File: src/rtl/tamper_guard.sv
module tamper_guard #(
  parameter int TS_W  = 32,
  parameter int DUR_W = 4,
  parameter int PRE_W = 5
) (
  input  logic             clk,
  input  logic             rst_n,
  input  logic             base_tick,
  input  logic             tamper_pin,
  input  logic             cfg_pol,
  input  logic [1:0]       cfg_clk_sel,
  input  logic [DUR_W-1:0] cfg_dur,
  input  logic [TS_W-1:0]  seconds_in,
  input  logic             sts_wr,
  input  logic             sts_wdata,
  output logic             sts_flag,
  output logic             irq,
  output logic [TS_W-1:0]  stamp
);
  localparam logic [DUR_W-1:0] CNT_MAX = '1;

  logic             sync_a, sync_b;
  logic [PRE_W-1:0] pre;
  logic [DUR_W-1:0] run_cnt, dur_q;
  logic             pol_q;
  logic             period_end, ftick, active, cfg_chg, hit, ack;

  assign active  = cfg_pol ? sync_b : ~sync_b;
  assign cfg_chg = (cfg_pol != pol_q) || (cfg_dur != dur_q);
  assign ftick   = base_tick & period_end;
  assign hit     = ftick & active & ~cfg_chg &
                   (({1'b0, run_cnt} + 1'b1) >= {1'b0, cfg_dur});
  assign ack     = sts_wr & sts_wdata;
  assign irq     = sts_flag;

  always_comb begin
    case (cfg_clk_sel)
      2'd0:    period_end = 1'b1;
      2'd1:    period_end = &pre[1:0];
      2'd2:    period_end = &pre[2:0];
      default: period_end = &pre;
    endcase
  end

  always_ff @(posedge clk or negedge rst_n) begin
    if (!rst_n) begin
      sync_a <= 1'b0;
      sync_b <= 1'b0;
    end else begin
      sync_a <= tamper_pin;
      sync_b <= sync_a;
    end
  end

  always_ff @(posedge clk or negedge rst_n) begin
    if (!rst_n)         pre <= '0;
    else if (base_tick) pre <= pre + 1'b1;
  end

  always_ff @(posedge clk or negedge rst_n) begin
    if (!rst_n) begin
      run_cnt <= '0;
      pol_q   <= 1'b0;
      dur_q   <= '0;
    end else begin
      pol_q <= cfg_pol;
      dur_q <= cfg_dur;
      if (cfg_chg)                run_cnt <= '0;
      else if (ftick && !active)  run_cnt <= '0;
      else if (ftick && run_cnt != CNT_MAX) run_cnt <= run_cnt + 1'b1;
    end
  end

  always_ff @(posedge clk or negedge rst_n) begin
    if (!rst_n) begin
      sts_flag <= 1'b0;
      stamp    <= '0;
    end else if (sts_flag) begin
      if (ack) sts_flag <= 1'b0;
    end else if (hit) begin
      sts_flag <= 1'b1;
      stamp    <= seconds_in;
    end
  end
endmodule


File: config.mk
export PLATFORM = sky130hd
export DESIGN_NAME = tamper_guard
export DESIGN_NICKNAME = d
export VERILOG_FILES = /design/src/rtl/tamper_guard.sv
export SDC_FILE = /design/constraint.sdc
export NUM_CORES = 1
export LEC_CHECK = 0
export ABC_AREA = 1
export ABC_CLOCK_PERIOD_IN_PS = 1730
export BUFFER_PORTS_ARGS = -buffer_cell sky130_fd_sc_hd__buf_2
export CORE_UTILIZATION = 28
export DETAILED_ROUTE_END_ITERATION = 6
export PLACE_DENSITY = 0.57
export SYNTH_ARGS = -nofsm -noshare
export SYNTH_HDL_FRONTEND = slang
export SYNTH_SLANG_ARGS = --single-unit
File: constraint.sdc
create_clock -name clk -period 1.73 [get_ports clk]
set_input_delay 0.0865 -clock clk [delete_from_list [all_inputs] [get_ports clk]]
set_output_delay 0.0865 -clock clk [all_outputs]
set_load 0.05 [all_outputs]
# Yosys cells after proc, flatten, opt, wreduce, memory -nomap -nowiden
# Index checks and enable logic that the tools add are counted.
[totals]
inputBits = 45
elab_cells = 43
register_bits = 49
[op_classes]
muxes = 8
n_bitwise = 8
reduce_logical = 10
n_addsub = 3
order_cmp = 1
eq_ne = 5
[op_table]
columns = ["cell", "n"]
rows = [
  ["$mux 4", 3],
  ["$add 4x1->5 const B", 1],
  ["$add 5x1->5 const B", 1],
  ["$and 1x1->1", 5],
  ["$ge 5x4->1", 1],
  ["$reduce_and 5->1", 1],
  ["$add 4x1->4 const B", 1],
  ["$mux 1", 4],
  ["$ne 4x4->1", 1],
  ["$ne 4x4->1 const B", 1],
  ["$reduce_and 2->1", 2],
  ["$not 1->1", 3],
  ["$pmux 1 s3", 1],
  ["$reduce_and 3->1", 1],
  ["$reduce_bool 3->1", 1],
  ["$eq 2x1->1 const B", 1],
  ["$eq 2x2->1 const B", 1],
  ["$logic_and 1x1->1", 2],
  ["$logic_not 2->1", 1],
  ["$logic_not 1->1", 1],
  ["$logic_or 1x1->1", 1],
  ["$ne 1x1->1", 1],
]

# Depth between registers and ports, before layout
[depth]
word_depth = 8
ltp_mapped = 12
ltp_nobuf = 12

# Least setup slack after synthesis
# OpenSTA, ideal clock, no wires.
[synth_path]
kind = "register to register"
from = "register run_cnt[0]"
to = "register stamp[0]"
path_stages_with_launch = 12
arrival_ns = 1.799
required_time_ns = 1.613
synth_period_minus_slack_ns = 1.916
path_slack_ns = -0.186
cell_sequence = "dfrtp_1 > ha_1 > xor2_1 > ha_1 > nand2_1 > nor2_1 > nand2_1 > nand4_4 > nand2_4 > buf_12 > nand2_4 > nand2_2"
[synth_between]
elab_chain_len = 4
[synth_lines]
columns = ["element", "line", "source"]
rows = [
  ["from (decl)", "24", "logic [DUR_W-1:0] run_cnt, dur_q;"],
  ["from (signal assigned)", "70", "else if (ftick && run_cnt != CNT_MAX) run_cnt <= run_cnt + 1'b1;"],
  ["$add 4x1->5", "32", "(({1'b0, run_cnt} + 1'b1) >= {1'b0, cfg_dur});"],
  ["$ge 5x4->1", "32", ""],
  ["$and 1x1->1", "31", "assign hit = ftick & active & ~cfg_chg &"],
  ["$reduce_and 2->1 (no line)", "--", ""],
  ["to (signal assigned)", "82", "stamp <= seconds_in;"],
  ["to (decl)", "18", "output logic [TS_W-1:0] stamp"],
]
# No other way between the ends.
# A chain may end at the register's enable or synchronous reset.

# Worst setup path in the final report
[layout_path]
from = "register run_cnt[1]"
to = "register stamp[18]"
# The elaborated chain is that of the path after synthesis.

==> flow_summary.yaml <==
outcome:
  status: "complete, but fails checks"
  violations: "setup timing"
route:
  drc: 0
  detail_route.wirelength_um: 5440
  drtAntennaViolNets: 0
  via_count: 2033
  firstDrtPassIters: 4
  drt_iter0_drc: 27
  wl_per_cell_um: 11.3
  route.detailed.vias_per_inst: 4.21
logic_synthesis:
  synthCells: 269
  yosysSeqAreaShare: 0.482
  synthXorXnorAreaFrac: 0.0172
  synthMuxAreaShare: 0
  synthSimpleGateAreaFrac: 0.376
  avgSynthCellArea_um2: 9.46
  synth_compound_area_frac: 0.00836
  synth_area_um2: 2540
  synth_top_family_by_area: "simple AND/OR/NAND/NOR gates"
  ys_types: 23
  synth_fa_ha_area_frac: 0.0394
  ys_ff_latch: 49
  syn_nets: 322
  yosysWarnings: 0
setup_path:
  cp_common_cell: "nand2_1"
  critPathRequiredTime_ps: 1930
  path_class: "flip-flop to flip-flop"
  cp_max_fo: 8
  crit_end: "stamp[18]"
  endpoint_kind: "flip-flop"
  start_kind: "flip-flop"
  regToRegSetupSlack_ps: -270
  crit_chain: "ha_2 -> xor2_2 -> ha_1 -> nand2_1 -> inv_1 -> nand4_1 -> nand4_4 -> nand2_8 -> clkbuf_16 -> nand2_2 -> nand2_1"
  crit_slowest_cell: "dfrtp_1"
  setup.worst_path.start: "run_cnt[1]"
  timing.rr.end: "stamp[18]"
  critPathMaxStageDelay_ps: 410
  critPathArrivalTime_ps: 2200
  worstReg2RegStart: "run_cnt[1]"
  r2r_cells: 11
floorplanning:
  die_h_um: 97.3
  dieArea_um2: 9470
  num_rows: 34
  coreArea_um2: 8760
  io_pins: 79
  chipWidth_um: 97.3
  start_util: 0.290
global_route:
  gr-usage-all-layers: 0.118
  first_global_vias: 1989
  grt_max_degree: 26
  grt_first_pass_wirelength_um: 9190
  antenna_found_initial: 0
  grt_overflow: 0
layout:
  final_common_cell: "buf_2"
  drive_gt1_frac: 0.464
  area_growth_pct: 35.9
  final_cells: 483
  diodes: 0
  mostFrequentLayoutCells: "buf_2, nand2_1, dfrtp_1"
  num-nets-final: 427
timing:
  tightest_slew_ps: 612
  fmax_ghz: 0.501
  maxSlewHeadroom: 0.592
  finClkSkew_ps: 8.26
  finalSetupViolations: 33
  fin_crit_sh: 1.15
  fin_crit_ps: 2000
  drv_slew: 0
  rsz0062_at_grt: "yes"
  setup_slack_ps: -268
  finalHoldViolCount: 0
clock_network:
  cts_htree_levels: 2
  clk_latency_ps: 300
  cts_buffers: 5
  clkTransAtPathRegs_ps: 100
  clockBufferDepth: 2
  root_buffer: "clkbuf_8"
  cts_tree: "done"
  cts.sinks: 49
power:
  powerDensity_nw_per_um2: 790
  vdd_drop_max_mv: 0.669
  total_power_mw: 2.73
  leakage_nw: 1.94
place:
  dp.cells: 464
  hpwl_um: 4100
  io_buffers: 78
  gp_congestion: 0.796
  place_ws_ps: -226
run:
  maxCapViolCount: 0
min_path:
  hold_depth: 3
  hp-class: "primary input to flip-flop"
cell usage after synthesis:
library cell  instances  area [um2]
a21oi_4               1        16.3
buf_12                2        40.0
buf_2                 5        25.0
buf_4                 3        22.5
buf_6                 1        11.3
dfrtp_1              49        1230
ha_1                  8         100
inv_1                23        86.3
inv_2                 3        11.3
nand2_1              73         274
nand2_2              20         125
nand2_4              21         236
nand3_1              35         175
nand3_2               3        30.0
nand3_4               1        17.5
nand4_1               2        12.5
nand4_4               1        21.3
nor2_1               10        37.5
nor2_2                1        6.26
nor2_8                1        20.0
o21ai_0               1        5.00
xnor2_1               2        17.5
xor2_1                3        26.3
per-layer routing:
metal,routed length (um),part of all wire,global-route usage
met1,2520,0.46,0.153
met4,0,0,0.0170
met2,2650,0.49,0.204
met5,0,0,0
met3,268,0.049,0.0288
state kept, by name, summed over array words and instances, names as in the netlist:
signal / cells
irq: 1
pre: 5
stamp: 32
run_cnt: 4
sync_a: 1
dur_q: 4
pol_q: 1
sync_b: 1
worst max-delay path, delay by kind of cell, from the launching register on:
family        cells  cell delay (ps)
xor+xnor          1              150
buf+inv           2              240
fa+ha+maj         2              530
simple gates      6              590
flops             1              410
worst min-delay path by stage:
stage,start,endpoint,slack [ps]
final,seconds_in[15],stamp[15],10
after global routing,seconds_in[15],stamp[15],7
after CTS,seconds_in[15],stamp[15],8
after detailed placement,rst_n,stamp[22],140
after global placement,rst_n,stamp[20],140
after floorplan,rst_n,dur_q[0],-210
metrics by stage:
| stage | hold slack, ps | setup TNS [ps] | cell area, um2 | util |
|---|---|---|---|---|
| after global routing | 6.84 | -11490 | 3460 | 0.394 |
| final | 10.6 | -7740 | 3460 | 0.394 |
| after floorplan | -209 | -3680 | 2550 | - |
| after CTS | 7.77 | -7600 | 3320 | 0.379 |
| after detailed placement | 138 | -6990 | 3170 | 0.361 |
| after global placement | 139 | -5320 | 3170 | 0.361 |
repair_timing:
action,in CTS,in global routing
hold buffers,7,0
endpoints found under the hold margin,30,0
setup buffers,0,2
resized for setup,0,16
cloned,0,2
pin swaps,0,5
endpoints found under the setup margin,33,37
area by class of cell:
| class | count | area, um2 |
|---|---|---|
| clock buffers | 5 | 68.8 |
| clock inverters | 3 | 17.5 |
| fillers | 885 | 5310 |
| inverters | 26 | 97.6 |
| multi-input cells | 183 | 1190 |
| flip-flops and latches | 49 | 1230 |
| well taps | 108 | 135 |
| repair buffers | 109 | 724 |
cell families (layout without fill, tap and decap cells):
| family | count (synthesis) | after routing |
|---|---|---|
| simple gates | 168 | 168 |
| flops | 49 | 49 |
| buf+inv | 37 | 143 |
| fa+ha+maj | 8 | 8 |
| xor+xnor | 5 | 5 |
| compound gates | 2 | 2 |
report_power, final:
group / switching (mW) / internal [mW]
clock: 0.393 / 0.280
combinational: 0.437 / 0.273
sequential: 0.0869 / 1.26
total: 0.917 / 1.81
Power figures use the tool's default switching activity.
